## config.mk

```make
export PLATFORM = sky130hd
export DESIGN_NAME = ipi_doorbell_regs
export DESIGN_NICKNAME = d
export VERILOG_FILES = /design/src/rtl/ipi_doorbell_pkg.sv /design/src/rtl/ipi_access_decode.sv /design/src/rtl/ipi_core_page.sv /design/src/rtl/ipi_doorbell_regs.sv
export SDC_FILE = /design/constraint.sdc
export NUM_CORES = 2
export LEC_CHECK = 0
export BUFFER_PORTS_ARGS = -buffer_cell sky130_fd_sc_hd__clkbuf_2
export CAP_MARGIN = 5
export CORE_MARGIN = 3
export CORE_UTILIZATION = 36
export DETAILED_ROUTE_END_ITERATION = 10
export PLACE_DENSITY = 0.52
export SLEW_MARGIN = 20
export SYNTH_ARGS = -nofsm -noshare
export SYNTH_HDL_FRONTEND = slang
export SYNTH_HIERARCHICAL = 1
export SYNTH_SLANG_ARGS = --single-unit
```

## constraint.sdc

```tcl
create_clock -name clk -period 12.68 [get_ports clk]
set_clock_uncertainty 0.1 [all_clocks]
set_input_delay 1.268 -clock clk [delete_from_list [all_inputs] [get_ports clk]]
set_output_delay 1.268 -clock clk [all_outputs]
set_load 0.01 [all_outputs]
```

## src/rtl/ipi_doorbell_pkg.sv

```systemverilog
package ipi_doorbell_pkg;
   typedef enum logic [2:0] {
      RK_NONE,
      RK_PEND,
      RK_ENAB,
      RK_SET,
      RK_CLR,
      RK_MBOX
   } reg_kind_e;

   localparam logic [7:0] OFS_PEND = 8'h00;
   localparam logic [7:0] OFS_ENAB = 8'h04;
   localparam logic [7:0] OFS_SET  = 8'h08;
   localparam logic [7:0] OFS_CLR  = 8'h0C;
   localparam logic [2:0] MBOX_HI3 = 3'b001;  // offsets 0x20..0x3F
endpackage

```

## src/rtl/ipi_access_decode.sv

```systemverilog
module ipi_access_decode
   import ipi_doorbell_pkg::*;
#(
   parameter int PAGE_BITS = 2,
   parameter int OFS_BITS  = 8,
   parameter int MBOX_IDXW = 2,
   localparam int ADDR_W   = PAGE_BITS + OFS_BITS
) (
   input  logic [ADDR_W-1:0]    addr,
   input  logic                 rd,
   input  logic                 wr,
   input  logic                 wide,
   output logic [PAGE_BITS-1:0] page,
   output reg_kind_e            kind,
   output logic [MBOX_IDXW-1:0] mbox_idx,
   output logic                 hi_half,
   output logic                 acc_ok,
   output logic                 acc_bad
);
   logic [OFS_BITS-1:0] ofs;
   logic                aligned;

   generate
      if (OFS_BITS != 8) begin : g_bad_ofs
         $error("ipi_access_decode: OFS_BITS must be 8");
      end
      if (MBOX_IDXW != 2) begin : g_bad_idx
         $error("ipi_access_decode: mailbox region is 32 bytes, MBOX_IDXW must be 2");
      end
   endgenerate

   assign ofs      = addr[OFS_BITS-1:0];
   assign page     = addr[ADDR_W-1:OFS_BITS];
   assign mbox_idx = ofs[4:3];
   assign hi_half  = ofs[2];
   assign aligned  = wide ? (ofs[2:0] == 3'b000) : (ofs[1:0] == 2'b00);

   always_comb begin
      if (ofs[7:5] == MBOX_HI3)  kind = RK_MBOX;
      else if (ofs == OFS_PEND)  kind = RK_PEND;
      else if (ofs == OFS_ENAB)  kind = RK_ENAB;
      else if (ofs == OFS_SET)   kind = RK_SET;
      else if (ofs == OFS_CLR)   kind = RK_CLR;
      else                       kind = RK_NONE;
   end

   assign acc_bad = (rd | wr) & (~aligned | (kind == RK_NONE));
   assign acc_ok  = (rd | wr) & aligned & (kind != RK_NONE);
endmodule

```

## src/rtl/ipi_core_page.sv

```systemverilog
module ipi_core_page
   import ipi_doorbell_pkg::*;
#(
   parameter int STAT_W     = 32,
   parameter int DATA_W     = 64,
   parameter int MBOX_WORDS = 4,
   localparam int IDXW      = $clog2(MBOX_WORDS),
   localparam int HALF_W    = DATA_W / 2
) (
   input  logic                         clk,
   input  logic                         rst_n,
   input  logic                         wr_en,
   input  reg_kind_e                    kind,
   input  logic [IDXW-1:0]              mbox_idx,
   input  logic                         hi_half,
   input  logic                         wide,
   input  logic [DATA_W-1:0]            wdata,
   output logic [STAT_W-1:0]            pend_q,
   output logic [STAT_W-1:0]            enab_q,
   output logic [MBOX_WORDS*DATA_W-1:0] mbox_flat,
   output logic                         irq
);
   logic [DATA_W-1:0] mbox_q [MBOX_WORDS];
   logic [STAT_W-1:0] pend_after_clr;
   logic              wr_set, wr_clr;

   generate
      if (STAT_W > HALF_W) begin : g_bad_stat
         $error("ipi_core_page: STAT_W must fit in half the data path");
      end
   endgenerate

   assign wr_set         = wr_en & (kind == RK_SET);
   assign wr_clr         = wr_en & (kind == RK_CLR);
   assign pend_after_clr = pend_q & ~wdata[STAT_W-1:0];

   always_ff @(posedge clk) begin
      if (!rst_n) begin
         pend_q <= '0;
         enab_q <= '0;
         irq    <= 1'b0;
      end else begin
         if (wr_set) begin
            pend_q <= pend_q | wdata[STAT_W-1:0];
            irq    <= 1'b1;
         end else if (wr_clr) begin
            pend_q <= pend_after_clr;
            if (pend_after_clr == '0) irq <= 1'b0;
         end
         if (wr_en && kind == RK_ENAB) enab_q <= wdata[STAT_W-1:0];
      end
   end

   genvar gw;
   generate
      for (gw = 0; gw < MBOX_WORDS; gw++) begin : g_mbox
         logic hit;
         assign hit = wr_en & (kind == RK_MBOX) & (mbox_idx == IDXW'(gw));
         always_ff @(posedge clk) begin
            if (!rst_n) begin
               mbox_q[gw] <= '0;
            end else if (hit) begin
               if (wide)         mbox_q[gw] <= wdata;
               else if (hi_half) mbox_q[gw][DATA_W-1:HALF_W] <= wdata[HALF_W-1:0];
               else              mbox_q[gw][HALF_W-1:0] <= wdata[HALF_W-1:0];
            end
         end
         assign mbox_flat[gw*DATA_W +: DATA_W] = mbox_q[gw];
      end
   endgenerate

   AST_SET_RAISES: assert property (@(posedge clk) disable iff (!rst_n)
      wr_set |=> irq);
   AST_RISE_NEEDS_SET: assert property (@(posedge clk) disable iff (!rst_n)
      $rose(irq) |-> $past(wr_set));
   AST_CLR_PARTIAL_HOLDS: assert property (@(posedge clk) disable iff (!rst_n)
      (wr_clr && irq && (pend_after_clr != '0)) |=> irq);
   AST_DROP_AT_ZERO: assert property (@(posedge clk) disable iff (!rst_n)
      $fell(irq) |-> (pend_q == '0));
   AST_PEND_ONLY_BY_DOORBELL: assert property (@(posedge clk) disable iff (!rst_n)
      !(wr_set || wr_clr) |=> $stable(pend_q));
endmodule

```

## src/rtl/ipi_doorbell_regs.sv

```systemverilog
module ipi_doorbell_regs
   import ipi_doorbell_pkg::*;
#(
   parameter int NUM_CORES  = 4,
   parameter int DATA_W     = 64,
   parameter int STAT_W     = 32,
   parameter int MBOX_WORDS = 4,
   localparam int PAGE_BITS = $clog2(NUM_CORES),
   localparam int OFS_BITS  = 8,
   localparam int ADDR_W    = PAGE_BITS + OFS_BITS,
   localparam int IDXW      = $clog2(MBOX_WORDS),
   localparam int HALF_W    = DATA_W / 2
) (
   input  logic                 clk,
   input  logic                 rst_n,
   input  logic [ADDR_W-1:0]    bus_addr,
   input  logic                 bus_rd,
   input  logic                 bus_wr,
   input  logic                 bus_wide,
   input  logic [DATA_W-1:0]    bus_wdata,
   output logic [DATA_W-1:0]    bus_rdata,
   output logic                 bus_err,
   output logic [NUM_CORES-1:0] core_irq
);
   generate
      if (NUM_CORES != 4) begin : g_bad_cores
         $error("ipi_doorbell_regs: the window holds exactly four pages");
      end
      if (DATA_W != 64) begin : g_bad_data
         $error("ipi_doorbell_regs: data path must be 64 bits");
      end
   endgenerate

   logic [PAGE_BITS-1:0] page;
   reg_kind_e            kind;
   logic [IDXW-1:0]      mbox_idx;
   logic                 hi_half, acc_ok, acc_bad;

   ipi_access_decode #(
      .PAGE_BITS(PAGE_BITS), .OFS_BITS(OFS_BITS), .MBOX_IDXW(IDXW)
   ) u_dec (
      .addr(bus_addr), .rd(bus_rd), .wr(bus_wr), .wide(bus_wide),
      .page(page), .kind(kind), .mbox_idx(mbox_idx), .hi_half(hi_half),
      .acc_ok(acc_ok), .acc_bad(acc_bad)
   );

   logic [STAT_W-1:0]            pend_v [NUM_CORES];
   logic [STAT_W-1:0]            enab_v [NUM_CORES];
   logic [MBOX_WORDS*DATA_W-1:0] mbox_v [NUM_CORES];

   genvar gc;
   generate
      for (gc = 0; gc < NUM_CORES; gc++) begin : g_page
         ipi_core_page #(
            .STAT_W(STAT_W), .DATA_W(DATA_W), .MBOX_WORDS(MBOX_WORDS)
         ) u_page (
            .clk(clk), .rst_n(rst_n),
            .wr_en(bus_wr & acc_ok & (page == PAGE_BITS'(gc))),
            .kind(kind), .mbox_idx(mbox_idx), .hi_half(hi_half),
            .wide(bus_wide), .wdata(bus_wdata),
            .pend_q(pend_v[gc]), .enab_q(enab_v[gc]),
            .mbox_flat(mbox_v[gc]), .irq(core_irq[gc])
         );
      end
   endgenerate

   logic [DATA_W-1:0] mword, rd_mux;

   always_comb begin
      mword  = mbox_v[page][mbox_idx*DATA_W +: DATA_W];
      rd_mux = '0;
      if (bus_rd && acc_ok) begin
         unique case (kind)
            RK_PEND: rd_mux = DATA_W'(pend_v[page]);
            RK_ENAB: rd_mux = DATA_W'(enab_v[page]);
            RK_MBOX: begin
               if (bus_wide)     rd_mux = mword;
               else if (hi_half) rd_mux = DATA_W'(mword[DATA_W-1:HALF_W]);
               else              rd_mux = DATA_W'(mword[HALF_W-1:0]);
            end
            default: rd_mux = '0;
         endcase
      end
   end

   always_ff @(posedge clk) begin
      if (!rst_n) begin
         bus_rdata <= '0;
         bus_err   <= 1'b0;
      end else begin
         bus_rdata <= rd_mux;
         bus_err   <= acc_bad;
      end
   end

   AST_BAD_READ_ZERO: assert property (@(posedge clk) disable iff (!rst_n)
      (bus_rd && acc_bad) |=> (bus_rdata == '0));
   AST_ERR_ONLY_ON_ACCESS: assert property (@(posedge clk) disable iff (!rst_n)
      !(bus_rd || bus_wr) |=> !bus_err);
   AST_IDLE_RDATA_ZERO: assert property (@(posedge clk) disable iff (!rst_n)
      !bus_rd |=> (bus_rdata == '0));
   AST_DOORBELL_READ_ZERO: assert property (@(posedge clk) disable iff (!rst_n)
      (bus_rd && (kind == RK_SET || kind == RK_CLR)) |=> (bus_rdata == '0));
endmodule

```

---- Yosys cells after proc, flatten, opt, wreduce, memory -nomap -nowiden ----
Memory sizes are Yosys's and may differ from the RTL's.
Index checks and enable logic that the tools add are counted.
storage, ports and cells
  flip-flop bits (word level) ............. 325
  bits in writable memories ............... 1024
  input port bits ......................... 79
  output and inout port bits .............. 69
  logic and storage cells ................. 397
  memories ................................ 4
cells by class
  magnitude comparators ................... 1
  equality and inequality tests ........... 15
  shift operators ......................... 1
  multiplexer cells ....................... 236
  bitwise logic cells ..................... 97
  reduce and logical (&&, ||, !) cells .... 29
memory list
  name                     depth  width  rd ports  clocked after memory_dff  wr ports  line                 text
  g_page[0].u_page.mbox_q  4      64     4         0                         4         ipi_core_page.sv:23  logic [DATA_W-1:0] mbox_q [MBOX_WORDS];
  g_page[1].u_page.mbox_q  4      64     4         0                         4         ipi_core_page.sv:23
  g_page[2].u_page.mbox_q  4      64     4         0                         4         ipi_core_page.sv:23
  g_page[3].u_page.mbox_q  4      64     4         0                         4         ipi_core_page.sv:23
operators by type and width
  operator              number
  $mux W32              45
  $mux W64              17
  $bmux W256 S2         1
  $mux W256             2
  $shiftx A256 B9 Y64   1
  $pmux W64 S3          1
  $mux W1               163
  $and A32 B32 Y32      4
  $bmux W32 S2          2
  $logic_not A32 Y1     4
  $or A32 B32 Y32       4
  $or A1 B1 Y1          50
  $and A1 B1 Y1         36
  $not A32 Y32          1
  $eq A8 B4 Y1 const B  2
  $reduce_bool A2 Y1    8
  $mux W3               5
  $reduce_and A2 Y1     5
  $eq A2 B2 Y1 const B  4
  $eq A8 B3 Y1 const B  1
  $logic_not A8 Y1      1
  $eq A3 B1 Y1 const B  2
  $eq A3 B2 Y1 const B  2
  $eq A3 B3 Y1 const B  2
  other kinds (8)       16

---- Logic depth before layout (Yosys ltp) ----
  depth in word-level cells ............... 17
  mapped depth ............................ 15

---- Modules after synthesis ----
The synthesis kept the hierarchy.
by module, submodules not included
  module                                 times used  cells each  area an instance (µm²)  seq. area each (µm²)
  ipi_core_page at g_page[2].u_page ...  2           950         13001.2                 8988.6
  ipi_core_page at g_page[1].u_page      1           1000        13208.9                 8988.6
  ipi_doorbell_regs                      1           1278        12943.7                 1301.2
  ipi_core_page at g_page[0].u_page      1           1000        12841.1                 8988.6
  ipi_access_decode                      1           18          138.9                   0.0

---- Least setup slack after synthesis ----
Ideal clock, no wire load.
  path kind ............................... input to register
  start ................................... input port bus_addr[6]
  end ..................................... memory g_page[2].u_page.mbox_q[0][0] (enable)
  library setup time ...................... 0.466 ns
  arrival ................................. 6.450 ns
  data required time ...................... 12.114 ns
  setup slack ............................. 5.664 ns
  stages on the path ...................... 7
  path buffers ............................ 2
  cell sequence ........................... or4_4 -> o31ai_1 -> and4b_1 -> buf_4 -> or3b_1 -> buf_6 -> o21ai_0
RTL lines
  element      line                     text
  from (decl)  ipi_doorbell_regs.sv:16  input logic [ADDR_W-1:0] bus_addr,
  to (decl)    ipi_core_page.sv:23

==> results_dict.tcl <==
set metrics [dict create \
    synth_cell_type_count 85 \
    cp.arrival_ps 5740 \
    die_width_um 431 \
    clk_pin_slew_ps 60 \
    synth_largest_area_cell "edfxtp_1" \
    initialDrtViolationCount 6271 \
    grt_pass1_vias 44200 \
    placed_cells 7314 \
    track_usage_pct 27.2 \
    htree_depth 4 \
    combinationalPowerShare_pct 8.6 \
    vdd_ir_drop_max_uv 124 \
    final-setup-viol-count 0 \
    worst-endpoint-required_ps 13230 \
    synth_seq_cells 1349 \
    power_frac_seq_pct 48.9 \
    first_pass_iters 8 \
    area.sequential_sq_um 37300 \
    via_count 46200 \
    p_clk_share_pct 42.5 \
    postSynthNetCount 5275 \
    numClockSinks 1349 \
    edff_count_synth 1024 \
    drt.antenna.violating_nets 0 \
    cts_hold_buffers 0 \
    post-route-min-period_ps 5180 \
    hold_path.class "flop to flop" \
    mostFrequentLayoutCells "edfxtp_1 (1,024), nand2_1 (434), and2_1 (402)" \
    synth_largest_type_area_fraction_pct 47.2 \
    syn_area_per_cell_sq_um 12.5 \
    wirelength_um 258000 \
    max-clock-path-buffers 3 \
    critical-path-slowest-cell "nor2_4" \
    route.detailed.drc 0 \
    cts_tree "built" \
    yosys_most_used_dff "edfxtp_1" \
    synthTopCellsByArea "edfxtp_1 (47%), dfxtp_1 (10%), mux4_2 (6.9%)" \
    fin_crit_sh_pct 40.9 \
    synth_warnings 6 \
    tightest_slew_ps 1190 \
    cell_area_power_density_nw_per_um2 139 \
    proportion_of_total_power_due_to_net_switching_pct 24.9 \
    maxCapViolations 0 \
    floorplan.rows 155 \
    io_buffers 147 \
    timing.final.hold_violations 0 \
    syn2layout_area_growth_pct 11.6 \
    clock_tree.root_cell "clkbuf_16" \
    antenna_found_initial 20 \
    switchingPower_w 0.00253 \
    final_layout_size_suffix_gt1_share_pct 19.1 \
    drt-vias-per-instance 6.09 \
    synth.yosys.seq_area_share_pct 57.2 \
    clk_latency_ps 820 \
    startpoint_type_of_the_worst_setup_path "primary input" \
    p_leak_nw 24.6 \
    placeableCoreArea_sq_um 179000 \
    postCtsResizedCells 0 \
    cts.repair_timing.setup_buffer_count 0 \
    globalplace.congestion 0.910 \
    dp_hpwl_um 159000 \
    slew_violations 0 \
    finish.net_count 5188 \
    run_status "finished clean" \
    critical_path.endpoint_type "flop" \
    setup.worst_path.class "primary input to flop" \
    filler_cell_count 16700 \
    cpPeakStageDelay_ps 1110 \
    worstPathCellList "buf_8 -> nand2b_1 -> nor2_1 -> and4b_1 -> nand4b_1 -> nor2_4 -> o221a_2" \
    avgRoutedWirePerCell_um 34.0 \
    initial_utilization_pct 36.3 \
    cts_buffers 148 \
    die-area_sq_um 186000 \
    worst-r2r-cell-count 5 \
    critical_path_peak_fanout 34 \
    clock.fmax_mhz 193 \
    unrepaired_setup_endpoints_after_global_routing "no" \
    p_int_w 0.00760 \
    async_flop_share_pct 0 \
    synthCells 5196 \
    first_pass_grt_wire_length_um 359000 \
    grt_max_degree 128 \
    mostFrequentLayoutCell "edfxtp_1" \
    gr-total-overflow 0 \
    multiInputGateArea_sq_um 25500 \
    hold_path_depth 2 \
    io-pin-count 148 \
    timing.setup.tns_ps 0 \
    synth_area_sq_um 65100 \
    die_h_um 431 \
    max-slew-margin-rel_pct 20.4 \
    final-instance-count-excl-fill 7591 \
]
area by class of cell:
class	count	share of cell area [%]
Tap cell	2355	4.05
Clock inverter	63	0.800
Sequential cell	1349	51.2
Clock buffer	204	5.66
Inverter	59	0.308
Multi-Input combinational cell	3242	35.1
Timing Repair Buffer	309	2.81
Antenna cell	10	0.0344
per-stage QoR:
step	hold slack (ps)	setup WS (ps)	instance area (sq um)	util (%)	power, W
2_1_floorplan	334	5660	65100	-	0.00550
3_5_place_dp	345	6930	68000	37.9	0.00590
5_1_grt	377	7580	72700	40.6	0.0104
3_3_place_gp	341	6930	67900	37.9	0.00590
4_1_cts	353	7790	72700	40.6	0.0102
6_report	353	7500	72700	40.6	0.0101
cell families (layout without fill, tap and decap cells):
kind of cell,Yosys count,count (layout),synth area share (%)
XOR/XNOR,1,1,0.0134
buffers and inverters,605,635,4.60
multiplexers,456,456,10.9
other,0,10,0
AND/OR/NAND/NOR,1683,1683,13.5
flip-flops,1349,1349,57.2
AO/OA/AOI/OAI,1102,1102,13.7
cells in the mapped netlist, types with 129 or more instances:
cell type / count
a21boi_0: 129
edfxtp_1: 1024
dfxtp_1: 325
a22oi_1: 163
buf_2: 129
and2_1: 403
a22o_1: 192
nand2_1: 438
nor2_1: 335
clkbuf_1: 303
mux2i_1: 204
nor2b_1: 179
mux4_2: 200
power by group through the flow:
stage	clock (W)	combinational, W	sequential (W)
floorplan	0	0.000473	0.00503
global placement	0	0.000857	0.00504
detailed placement	0	0.000858	0.00504
CTS	0.00435	0.000860	0.00495
global route	0.00451	0.000893	0.00496
finish	0.00430	0.000875	0.00495
per-layer routing:
metal | vias to the layer above | share of wire, % | track usage, %
li1 | 19300 | - | -
met1 | 23800 | 40 | 36.9
met2 | 2614 | 45 | 41.7
met3 | 502 | 8.9 | 5.05
met4 | 2 | 5.9 | 14.1
met5 | - | 0.0050 | 0
path summary, 6_finish.rpt:
path	startpoint	end	slack, ps
worst max-delay path	bus_addr[9]	g_page[2].u_page/mbox_q[2][38]	7500
worst min-delay path	g_page[1].u_page/enab_q[19]	g_page[1].u_page/enab_q[19]	350
worst max register to register	g_page[3].u_page/mbox_q[1][46]	bus_rdata[14]	10150
worst min register to register	g_page[1].u_page/enab_q[19]	g_page[1].u_page/enab_q[19]	350
worst max-delay path, delay by kind of cell:
kind / cells / cell delay (ps)
AO/OA/AOI/OAI: 1 / 360
buffers and inverters: 1 / 360
AND/OR/NAND/NOR: 5 / 3650
sequential cells by signal (all words and copies together), names as in the netlist, named ones only:
signal                cells
bus_err                   1
bus_rdata                64
g_page.u_page/enab_q    128
g_page.u_page/irq         4
g_page.u_page/mbox_q   1024
No activity file was read; power rests on OpenSTA's default activity.
